<file path="config.mk">
export PLATFORM = sky130hd
export DESIGN_NAME = vec_irq_ctrl
export DESIGN_NICKNAME = d
export VERILOG_FILES = /design/src/rtl/vic_pkg.sv /design/src/rtl/vic_ctrl.sv /design/src/rtl/vic_datapath.sv /design/src/rtl/vec_irq_ctrl.sv
export SDC_FILE = /design/constraint.sdc
export NUM_CORES = 1
export LEC_CHECK = 0
export BUFFER_PORTS_ARGS = -buffer_cell sky130_fd_sc_hd__buf_2
export CAP_MARGIN = 5
export CORE_MARGIN = 10
export CORE_UTILIZATION = 35
export CTS_BUF_LIST = sky130_fd_sc_hd__clkbuf_16
export CTS_CLUSTER_SIZE = 8
export DETAILED_ROUTE_END_ITERATION = 8
export GPL_TIMING_DRIVEN = 0
export HOLD_SLACK_MARGIN = 0.15
export PLACE_DENSITY = 0.51
export SETUP_SLACK_MARGIN = 0.05
export SYNTH_ARGS = -nofsm -noshare
export SYNTH_HDL_FRONTEND = slang
export SYNTH_SLANG_ARGS = --single-unit
</file>
<file path="constraint.sdc">
create_clock -name clk -period 66.6 [get_ports clk]
set_input_delay 3.33 -clock clk [delete_from_list [all_inputs] [get_ports clk]]
set_output_delay 3.33 -clock clk [all_outputs]
set_load 0.02 [all_outputs]
</file>
<file path="src/rtl/vic_pkg.sv">
package vic_pkg;
  localparam int REG_AW   = 2;
  localparam int SLOTS    = 4;
  localparam int SLOT_W   = 2;
  localparam int SLOT_LSB = 0;
  localparam int HI_LSB   = 8;
  localparam int VEC_LSB  = 11;
  localparam int LVL_LSB  = 13;
  localparam int LVL_W    = 3;
  localparam int EN_BIT   = 16;
  localparam int ACK_BIT  = 0;
  localparam int CHAN_TOP = 30;

  typedef enum logic [REG_AW-1:0] {
    ADDR_CFG  = 2'd0,
    ADDR_MASK = 2'd1,
    ADDR_SERV = 2'd2,
    ADDR_VEC  = 2'd3
  } regAddrE;

  typedef struct packed {
    logic cfgWr;
    logic maskWr;
    logic servClr;
    logic ack;
  } strobeT;
endpackage

</file>
<file path="src/rtl/vic_ctrl.sv">
module vic_ctrl
  import vic_pkg::*;
(
  input  logic              regWr,
  input  logic [REG_AW-1:0] regAddr,
  input  logic              ackBit,
  output strobeT            strobe,
  output regAddrE           rdSel
);
  always_comb begin
    rdSel  = regAddrE'(regAddr);
    strobe = '0;
    if (regWr) begin
      unique case (rdSel)
        ADDR_CFG:  strobe.cfgWr   = 1'b1;
        ADDR_MASK: strobe.maskWr  = 1'b1;
        ADDR_SERV: strobe.servClr = 1'b1;
        ADDR_VEC:  strobe.ack     = ackBit;
        default:   strobe         = '0;
      endcase
    end
  end
endmodule

</file>
<file path="src/rtl/vic_datapath.sv">
module vic_datapath
  import vic_pkg::*;
#(
  parameter int NUM_SRC = 32,
  parameter int DATA_W  = 32,
  localparam int VEC_W  = $clog2(NUM_SRC)
) (
  input  logic               clk,
  input  logic               rstN,
  input  logic [NUM_SRC-1:0] srcReq,
  input  strobeT             strobe,
  input  logic [DATA_W-1:0]  wrData,
  output logic [DATA_W-1:0]  cfgQ,
  output logic [NUM_SRC-1:0] maskQ,
  output logic [NUM_SRC-1:0] servQ,
  output logic [VEC_W-1:0]   vecQ,
  output logic               irqReq
);
  localparam int KEY_W = $clog2(NUM_SRC + SLOTS + 2);
  localparam logic [KEY_W-1:0] KEY_NONE = '1;

  logic [NUM_SRC-1:0] pendQ;
  logic [KEY_W-1:0]   keyArr [NUM_SRC];
  logic [KEY_W-1:0]   candKey, servKey;
  logic [VEC_W-1:0]   candVec;
  logic               win;
  logic [NUM_SRC-1:0] winOh;

  // Rank key: smaller is more urgent. 0 = raised source, 1..SLOTS = grouped
  // slot A..D, above that the plain descending-number order.
  function automatic logic [KEY_W-1:0] prioKey(input int v, input logic [DATA_W-1:0] cfg);
    logic [KEY_W-1:0] k;
    logic hit;
    k   = KEY_W'(SLOTS + 1 + (NUM_SRC - 1 - v));
    hit = 1'b0;
    for (int s = 0; s < SLOTS; s++) begin
      if (!hit && v == CHAN_TOP - int'(cfg[SLOT_LSB + s*SLOT_W +: SLOT_W])) begin
        k   = KEY_W'(s + 1);
        hit = 1'b1;
      end
    end
    if (cfg[HI_LSB +: VEC_W] != '0 && v == int'(cfg[HI_LSB +: VEC_W])) k = '0;
    return k;
  endfunction

  for (genvar v = 0; v < NUM_SRC; v++) begin : gKey
    assign keyArr[v] = prioKey(v, cfgQ);
  end

  always_comb begin
    candKey = KEY_NONE;
    servKey = KEY_NONE;
    candVec = '0;
    for (int v = 1; v < NUM_SRC; v++) begin
      if (pendQ[v] && maskQ[v] && keyArr[v] < candKey) begin
        candKey = keyArr[v];
        candVec = VEC_W'(v);
      end
      if (servQ[v] && keyArr[v] < servKey) servKey = keyArr[v];
    end
    win   = candKey < servKey;
    winOh = win ? (NUM_SRC'(1) << candVec) : '0;
  end

  assign irqReq = cfgQ[EN_BIT] && win;

  always_ff @(posedge clk or negedge rstN) begin
    if (!rstN) begin
      cfgQ  <= '0;
      maskQ <= '0;
      servQ <= '0;
      pendQ <= '0;
      vecQ  <= '0;
    end else begin
      pendQ <= (pendQ & ~(strobe.ack ? winOh : '0)) | (srcReq & ~NUM_SRC'(1));
      if (strobe.cfgWr)  cfgQ  <= wrData;
      if (strobe.maskWr) maskQ <= wrData[NUM_SRC-1:0];
      if (strobe.servClr) servQ <= servQ & ~wrData[NUM_SRC-1:0];
      else if (strobe.ack) servQ <= servQ | winOh;
      if (strobe.ack) vecQ <= win ? candVec : '0;
    end
  end
endmodule

</file>
<file path="src/rtl/vec_irq_ctrl.sv">
module vec_irq_ctrl
  import vic_pkg::*;
#(
  parameter int NUM_SRC = 32,
  parameter int DATA_W  = 32
) (
  input  logic               clk,
  input  logic               rstN,
  input  logic [NUM_SRC-1:0] srcReq,
  input  logic               regWr,
  input  logic [REG_AW-1:0]  regAddr,
  input  logic [DATA_W-1:0]  regWrData,
  output logic [DATA_W-1:0]  regRdData,
  output logic               hostIrq,
  output logic [LVL_W-1:0]   hostLevel
);
  localparam int VEC_W = $clog2(NUM_SRC);

  strobeT             strobe;
  regAddrE            rdSel;
  logic [DATA_W-1:0]  cfgQ;
  logic [NUM_SRC-1:0] maskQ, servQ;
  logic [VEC_W-1:0]   vecQ;

  vic_ctrl uCtrl (
    .regWr  (regWr),
    .regAddr(regAddr),
    .ackBit (regWrData[ACK_BIT]),
    .strobe (strobe),
    .rdSel  (rdSel)
  );

  vic_datapath #(.NUM_SRC(NUM_SRC), .DATA_W(DATA_W)) uDp (
    .clk   (clk),
    .rstN  (rstN),
    .srcReq(srcReq),
    .strobe(strobe),
    .wrData(regWrData),
    .cfgQ  (cfgQ),
    .maskQ (maskQ),
    .servQ (servQ),
    .vecQ  (vecQ),
    .irqReq(hostIrq)
  );

  assign hostLevel = cfgQ[LVL_LSB +: LVL_W];

  always_comb begin
    regRdData = '0;
    unique case (rdSel)
      ADDR_CFG:  regRdData = cfgQ;
      ADDR_MASK: regRdData = DATA_W'(maskQ);
      ADDR_SERV: regRdData = DATA_W'(servQ);
      ADDR_VEC:  regRdData[VEC_LSB +: VEC_W] = vecQ;
      default:   regRdData = '0;
    endcase
  end
endmodule

</file>
; Word-level counts from Yosys, hierarchy flattened
; Index checks and enable logic that the tools add are counted.
[word_totals]
reg_bits = 133
out_inout_bits = 36
word_cells = 904
[op_classes]
addsub = 4
n_lt_le_gt_ge = 62
n_eq_ne = 158
shifts = 1
mux = 354
bitwise = 6
n_reduce_logical = 314
[ops]
columns = op, n
row1 = "equality test 6 x 32 -> 1 bit, first input constant", 64
row2 = "equality test 5 x 32 -> 1 bit, first input constant", 32
row3 = "equality test 4 x 32 -> 1 bit, first input constant", 16
row4 = 2-to-1 mux 6 bit, 82
row5 = 2-to-1 mux 5 bit, 97
row6 = "equality test 3 x 32 -> 1 bit, first input constant", 8
row7 = logical AND 1 bit, 218
row8 = 2-to-1 mux 4 bit, 49
row9 = < comparator 5 x 6 -> 1 bit, 32
row10 = "equality test 2 x 32 -> 1 bit, first input constant", 4
row11 = 2-to-1 mux 32 bit, 4
row12 = 2-to-1 mux 1 bit, 98
row13 = < comparator 4 x 6 -> 1 bit, 16
row14 = logical NOT 1 bit, 93
row15 = "equality test 5 bit, first input constant", 16
row16 = AND 32 bit, 2
row17 = NOT 32 bit, 2
row18 = bitwise OR 32 bit, 2
row19 = 2-to-1 mux 3 bit, 19
row20 = one-hot mux 16 bit (3 select lines), 1
row21 = < comparator 6 bit, 7
row22 = "equality test 4 x 5 -> 1 bit, first input constant", 8
row23 = < comparator 3 x 6 -> 1 bit, 6
row24 = one-hot mux 11 bit (3 select lines), 1
row25 = 13 further kinds, 22

; Longest topological paths before layout
; Gate-level depths: netlist (run 1).
[logic_depth]
word_depth = 112
depth_mapped = 202
ltp_nobuf = 193

; Hierarchy
; A second synthesis (run 1) with hierarchy kept.
[unflattened]
hier_cells = 2003
hier_area_um2 = 16036.6
[modules_own_cells]
columns = mod, instances, cells_per_inst, area_each_um2
row1 = vic_datapath, 1, 1926, 15269.6
row2 = vec_irq_ctrl, 1, 71, 714.4
row3 = vic_ctrl, 1, 6, 52.6

; Least setup slack after synthesis (run 1)
; OpenSTA, ideal clock, no wires.
[synth_path]
path_kind = register -> output
from = register uDp.cfgQ[9]
to = output port hostIrq
t_arrival_ns = 38.295
t_required_ns = 63.270
setup_slack_ns = 24.975
stages_incl_launch_ff = 189
n_path_buf = 7
path_cell_list = dfrtp_1 > or3b_4 > or3_4 > nand2_1 > ha_1 > o2bb2ai_2 > nand2_1 > ha_1 > nand3b_1 > nand4_1 > ha_1 > o21a_1 > nor3_1 > nor2_1 > a21boi_2 > nor2_1 > ha_1 > a21oi_1 > (+153 left out) > buf_4 > nand2_1 > o21ai_0 > ha_1 > o21ai_0 > nand2b_1 > a21oi_1 > a41oi_2 > nand3_1 > or4_1 > a2111oi_0 > ha_1 > and3_1 > nand3_1 > a2bb2oi_2 > o31ai_4 > buf_2 > nor2_1
[synth_via]
elab_chain_len = 98
[synth_rtl]
columns = item, line_no
row1 = start: declaration, vic_datapath.sv:13  ; output logic [DATA_W-1:0] cfgQ,
row2 = start signal: assignment, vic_datapath.sv:76  ; if (strobe.cfgWr) cfgQ <= wrData;
row3 = equality test 2 x 5 -> 1 bit or nonzero test 5 bit (tied branches), -
row4 = logical AND 1 bit, vic_datapath.sv:42  ; if (cfg[HI_LSB +: VEC_W] != '0 && v == int'(cfg[HI_LSB +: VEC_W])) k = '0;
row5 = 2-to-1 mux 6 bit, vic_datapath.sv:42
row6 = < comparator 6 bit, "vic_datapath.sv:55, vic_datapath.sv:59"
row7 = logical AND 1 bit (on tied branches), "vic_datapath.sv:55, vic_datapath.sv:59"
row8 = 2-to-1 mux 6 bit (on tied branches), "vic_datapath.sv:55, vic_datapath.sv:59"
row9 = < comparator 6 bit (on tied branches), "vic_datapath.sv:55, vic_datapath.sv:59"
row10 = logical AND 1 bit (on tied branches), "vic_datapath.sv:55, vic_datapath.sv:59"
row11 = (+82 left out), -
row12 = < comparator 3 x 6 -> 1 bit (on tied branches), "vic_datapath.sv:55, vic_datapath.sv:59"
row13 = logical AND 1 bit (on tied branches), "vic_datapath.sv:55, vic_datapath.sv:59"
row14 = 2-to-1 mux 6 bit (on tied branches), "vic_datapath.sv:55, vic_datapath.sv:59"
row15 = < comparator 3 x 6 -> 1 bit (on tied branches), "vic_datapath.sv:55, vic_datapath.sv:59"
row16 = logical AND 1 bit (on tied branches), "vic_datapath.sv:55, vic_datapath.sv:59"
row17 = 2-to-1 mux 6 bit (on tied branches), "vic_datapath.sv:55, vic_datapath.sv:59"
row18 = < comparator 6 bit *, vic_datapath.sv:61  ; win = candKey < servKey;
row19 = logical AND 1 bit *, vic_datapath.sv:65  ; assign irqReq = cfgQ[EN_BIT] && win;
row20 = end: declaration, vec_irq_ctrl.sv:14  ; output logic hostIrq,
; Mark *: on every way between the ends. The rest lies on a longest branch, timed or not.

; Worst setup path after layout (run 1)
[layout_path]
from = register uDp.cfgQ[8]
to = output port hostIrq
; The elaborated chain is that of the path after synthesis.

==> results of run 1 <==
==> cells in the final DEF, fill, tap and decap left out, drive strengths merged, types with 47 or more instances in the layout <==
master	n
a21oi	101
dfrtp	132
mux2	71
o21ai	131
inv	67
o31ai	47
ha	106
nor2	137
mux2i	48
buf	135
nor3	69
clkbuf	49
nand3	54
nand2	300
==> cell families after synthesis <==
kind of cell / count (synthesis) / synth area share, %
buf+inv: 128 / 3.55
flops: 132 / 20.3
xor+xnor: 1 / 0.0537
compound gates: 712 / 33.9
fa+ha+maj: 108 / 8.26
mux: 124 / 8.56
other cells: 1 / 0.0230
simple gates: 827 / 25.4
==> cell type report <==
type	instances	area, um2	area share (%)
Sequential cell	132	3300	18.0
Timing Repair Buffer	103	549	3.00
Clock buffer	17	425	2.32
Tap cell	607	759	4.15
Buffer	65	342	1.87
Clock inverter	15	250	1.37
Inverter	63	236	1.29
Multi-Input combinational cell	1776	12400	67.9
==> layer usage <==
| layer | share of wire [%] | track usage (%) | vias to the layer above |
|---|---|---|---|
| met5 | 0 | 0 | - |
| met4 | 3.0 | 7.81 | 0 |
| met3 | 6.3 | 3.01 | 111 |
| met2 | 46 | 37.6 | 671 |
| met1 | 45 | 30.6 | 8457 |
| li1 | - | - | 8096 |
==> path summary, 6_finish.rpt <==
kind / start / endpoint / slack (ns) / cells past startpoint
worst max-delay path: uDp.cfgQ[8] / hostIrq / 16.13 / 191
worst min-delay path: uDp.vecQ[1] / uDp.vecQ[1] / 0.48 / 2
worst max register to register: uDp.cfgQ[8] / uDp.pendQ[1] / 19.30 / 192
worst min register to register: uDp.vecQ[1] / uDp.vecQ[1] / 0.48 / 2
max in group asynchronous: rstN / uDp.pendQ[9] / 62.96 / 2
min in group asynchronous: rstN / uDp.pendQ[27] / 2.79 / 1
==> worst max-delay path, delay by kind of cell, from the launching register on <==
kind / cells / cell delay (ns)
AO/OA/AOI/OAI: 78 / 21.08
adder cells (fa/ha/maj): 30 / 7.82
buffers and inverters: 15 / 2.77
flip-flops: 1 / 0.42
multiplexers: 4 / 1.40
AND/OR/NAND/NOR: 64 / 13.15
==> flip-flops by register name (all words and copies together), names as in the netlist <==
register / flops
uDp.pendQ: 31
uDp.cfgQ: 32
uDp.servQ: 32
uDp.vecQ: 5
uDp.maskQ: 32
==> metrics by stage <==
stage	instance area, um2	setup slack, ns	utilization, %
after floorplan	16300	24.98	-
after global placement	17600	17.67	38.0
final	18300	16.13	39.6
after global routing	18300	12.90	39.6
after CTS	18300	16.93	39.6
after detailed placement	17600	17.57	38.1
==> results.json, run 1 <==
{
  "synth_edf_count": 0,
  "grt_pass1_vias": 16549,
  "cts_root_buffer": "clkbuf_16",
  "holdWs_ns": 0.483,
  "setup_viol": 0,
  "hold_violations": 0,
  "fin_nets": 2333,
  "cts_resized": 0,
  "crit_slowest_cell": "o32ai_1",
  "gp_congestion": 0.953,
  "routedWlPerCell_um": 24.3,
  "synth_top_area_cell": "dfrtp_1",
  "vias_per_cell": 6.24,
  "postRouteAntennaNets": 0,
  "syn_inst": 2033,
  "drt_pass1_iterations": 6,
  "fin_cells": 2778,
  "yosysMostFrequentCell": "nand2_1",
  "place_inst": 2746,
  "num_vias": 17335,
  "finalSetupTns_ns": 0,
  "tightest_slew_ns": 1.28,
  "slowest_delay_ns": 0.71,
  "die_w_um": 236,
  "end_kind": "output pin",
  "grt-ovfl-total": 0,
  "yosys_most_used_dff": "dfrtp_1",
  "post-route-period-util_pct": 75.8,
  "rsz0062_at_grt": "false",
  "syn_area_mm2": 0.0163,
  "drv_cap": 0,
  "worstPathRequired_ns": 63.27,
  "cts_buffers": 17,
  "drive_above_1_share_pct": 17.3,
  "relSlewSlack_pct": 14.7,
  "max_freq_mhz": 19.8,
  "criticalPathCategory": "flop to output pin",
  "cts_max_level": 4,
  "grt_pass1_wl_mm": 101,
  "critPathLaunchType": "flop",
  "die_h_um": 236,
  "rows": 79,
  "status": "finished, final reports clean",
  "netlist_top_cells_area": "dfrtp_1, ha_1, nand2_1, mux2_2, o21ai_0",
  "io_buffers": 101,
  "worstPathArrival_ns": 47.14,
  "antenna_found_initial": 1,
  "synth-seq-cells": 132,
  "cts.clk_slew.worst_paths_ns": 0.06,
  "holdBufCountCts": 0,
  "final.fill_count": 4791,
  "crit_path_frequent_cell": "ha_1",
  "antenna_cells": 0,
  "cts_buffer_depth": 2,
  "cp_max_fo": 10,
  "tritoncts": "done",
  "core-area_mm2": 0.0463,
  "grt_max_degree": 97,
  "start_util_pct": 35.2,
  "die-area_mm2": 0.0556,
  "area.growth.synth_to_final_pct": 12.2,
  "synth_common_cells": "nand2_1, nor2_1, dfrtp_1, o21ai_0, ha_1",
  "fin_crit_ns": 50.47,
  "synth.top_cell.area_share_pct": 20.3,
  "drc": 0,
  "drt_iter0_drc": 1595,
  "grt.total_usage_pct": 23.0,
  "hp-class": "flop to flop",
  "worstSkewPairLatency_ns": 0.45,
  "synthArstFlopShare_pct": 100,
  "drt-total-wl_mm": 67.5,
  "dp_hpwl_mm": 54.4,
  "post_synth_num_cell_types": 135,
  "yosys_warnings": 0,
  "post_cts_buffers": 0,
  "finalMaxSlewViolations": 0,
  "cts.sinks": 132,
  "ys_seq_area_share_pct": 20.3,
  "top_level_ports": 105,
  "skew_ns": 0.0166,
  "avgSynthCellArea_um2": 8.02
}
Power of run 1 is left out: the tool's default activity adds up to more than one toggle a clock period on the data nets, which glitch-free logic cannot reach.
==> run 2, diff against run 1 <==
--- a/config.mk
+++ b/config.mk
@@ -5,6 +5,7 @@
 export SDC_FILE = /design/constraint.sdc
 export NUM_CORES = 1
 export LEC_CHECK = 0
+export ABC_AREA = 1
 export BUFFER_PORTS_ARGS = -buffer_cell sky130_fd_sc_hd__buf_2
 export CAP_MARGIN = 5
 export CORE_MARGIN = 10
==> constraint.sdc (replaced) <==
create_clock -name clk -period 48.9 [get_ports clk]
set_input_delay 2.445 -clock clk [delete_from_list [all_inputs] [get_ports clk]]
set_output_delay 2.445 -clock clk [all_outputs]
set_load 0.02 [all_outputs]
==> run 2 against run 1 <==
Flip-flop and latch count stayed put; wire length decreased by 26%; synthesized area decreased by 9.0%; sequential share of layout area grew 1.8 points; register-to-register slack lost 1.1 ns; clock skew grew 0.0013 ns; non-clock buffer count fell by 22; die area decreased by 8.2%; utilization increased by 0.20 points; critical endpoint unchanged; largest cell class unchanged.
==> results.json, run 2 <==
{
  "status": "finished, final reports clean",
  "setup_viol": 0,
  "worstSkewPairLatency_ns": 0.47,
  "post_synth_num_cell_types": 66,
  "synth_top_family_by_area": "simple AND/OR/NAND/NOR gates",
  "hp-class": "flop to flop",
  "synth.top_cell.area_share_pct": 22.3,
  "finalSetupTns_ns": 0,
  "rsz0062_at_grt": "false",
  "yosys_warnings": 0,
  "synth_compound_area_share_pct": 10.6,
  "syn_area_mm2": 0.0148,
  "holdBufCountCts": 0,
  "num_vias": 14768,
  "cts_root_buffer": "clkbuf_16",
  "io_buffers": 103,
  "avgSynthCellArea_um2": 6.45,
  "critical_path_buf_inv_count": 28,
  "core-area_mm2": 0.0419,
  "gp_congestion": 0.883,
  "synth_common_cells": "nand2_1, inv_1, nand3_1, nand2_2, dfrtp_1",
  "synthAdderAreaFrac_pct": 8.94,
  "worstPathArrival_ns": 30.77,
  "crit_path_frequent_cell": "nand2_1",
  "crit_slowest_cell": "dfrtp_1",
  "start_util_pct": 35.4,
  "criticalPathCategory": "flop to output pin",
  "vias_per_cell": 4.95,
  "muxShareOfSynthArea_pct": 0,
  "critPathLaunchType": "flop",
  "yosysMostFrequentCell": "nand2_1",
  "fin_nets": 2605,
  "area.growth.synth_to_final_pct": 12.4,
  "die_h_um": 226,
  "hold_violations": 0,
  "cts_max_level": 4,
  "synth-xor-area-share_pct": 0,
  "drt_iter0_drc": 1008,
  "synth_top_area_cell": "dfrtp_1",
  "drt_pass1_iterations": 5,
  "drv_cap": 0,
  "netlist_top_cells_area": "dfrtp_1, nand2_1, inv_1, ha_1, nand2_2",
  "top_regs": "uDp.cfgQ x32, uDp.maskQ x32, uDp.servQ x32",
  "r2r_slack_ns": 18.18,
  "crit_family": "simple AND/OR/NAND/NOR gates",
  "drive_above_1_share_pct": 20.8,
  "layout_commonest_cell": "nand2_1",
  "cts_buffer_depth": 2,
  "tightest_slew_ns": 1.27,
  "cts_buffers": 17,
  "synth_edf_count": 0,
  "skew_ns": 0.0179,
  "finalMaxSlewViolations": 0,
  "fin_crit_ns": 33.22,
  "holdWs_ns": 0.472,
  "yosys_most_used_dff": "dfrtp_1",
  "cts_resized": 0,
  "antenna_found_initial": 2,
  "die-area_mm2": 0.0510,
  "finalCoreUtilization_pct": 39.8,
  "dp_hpwl_mm": 40.9,
  "die_w_um": 226,
  "cp_max_fo": 10,
  "rows": 75,
  "grt.total_usage_pct": 20.0,
  "max_freq_mhz": 30.1,
  "postRouteAntennaNets": 0,
  "ys_seq_area_share_pct": 22.3,
  "drc": 0,
  "end_kind": "output pin",
  "layout_common_cells": "nand2_1, inv_1, nand3_1, nand2_2, dfrtp_1",
  "relSlewSlack_pct": 15.0,
  "tritoncts": "done",
  "drt-total-wl_mm": 50.3,
  "slowest_delay_ns": 0.47,
  "cts.sinks": 132,
  "cts.clk_slew.worst_paths_ns": 0.06,
  "grt_max_degree": 78,
  "synthArstFlopShare_pct": 100,
  "worstPathRequired_ns": 46.46,
  "routedWlPerCell_um": 16.8,
  "post_cts_buffers": 0,
  "grt_pass1_wl_mm": 79.3,
  "synth-seq-cells": 132,
  "grt_pass1_vias": 14285,
  "top_level_ports": 105,
  "post-route-period-util_pct": 67.9,
  "synth_simple_gate_area_share_pct": 46.1,
  "grt-ovfl-total": 0,
  "syn_inst": 2303
}
## run 2: cell count changes after synthesis, sizes merged, moves of 44 or more
cell   before  now
mux2i      48    0
nor2      137  186
nand3      54  208
nand4      23   69
o31ai      47    3
nand2     300  883
mux2       71    0
a21oi     101   50
inv        62  386
nor3       69    8
## run 2: layer usage
layer	part of all wire, %	up-vias	GRT usage [%]
li1	-	7575	-
met2	44	326	31.7
met1	47	6808	26.3
met4	2.9	2	6.97
met5	0.026	-	0
met3	6.1	57	4.53
## run 2: worst paths after layout
path                                from            end  cells past startpoint
max in group asynchronous           rstN   uDp.cfgQ[15]                      2
setup / recovery            uDp.cfgQ[11]        hostIrq                    218
hold reg to reg            uDp.pendQ[20]  uDp.pendQ[20]                      2
hold / removal             uDp.pendQ[20]  uDp.pendQ[20]                      2
min in group asynchronous           rstN  uDp.servQ[29]                      1
setup reg to reg            uDp.cfgQ[11]  uDp.pendQ[16]                    219
## run 2: kinds of logic (layout without fill, tap and decap cells)
group | count (synthesis) | after routing
other | 1 | 5
adder cells (fa/ha/maj) | 106 | 106
AO/OA/AOI/OAI | 256 | 256
AND/OR/NAND/NOR | 1369 | 1369
buffers and inverters | 439 | 576
flip-flops | 132 | 132
## run 2: cell type report
type	count	area, um2
Clock inverter	15	169
Sequential cell	132	3300
Inverter	398	1520
Tap cell	539	674
Buffer	41	269
Antenna cell	1	2.50
Timing Repair Buffer	105	554
Fill cell	4576	25300
Multi-Input combinational cell	1735	9760
Clock buffer	17	425
## run 2: metrics by stage
| step | area, um2 | std cells | worst slack (ns) |
|---|---|---|---|
| 3_3_place_gp | 16000 | 2948 | 16.25 |
| 4_1_cts | 16700 | 2981 | 15.28 |
| 3_5_place_dp | 16100 | 2949 | 15.94 |
| 6_report | 16700 | 2983 | 15.68 |
| 2_1_floorplan | 14900 | 2306 | 19.71 |
| 5_1_grt | 16700 | 2982 | 12.40 |
## run 2: worst min-delay path, delay by kind of cell (launching register included)
family / cells / cell delay, ns
flops: 1 / 0.34
simple gates: 2 / 0.10
Power of run 2 is left out for the same reason.
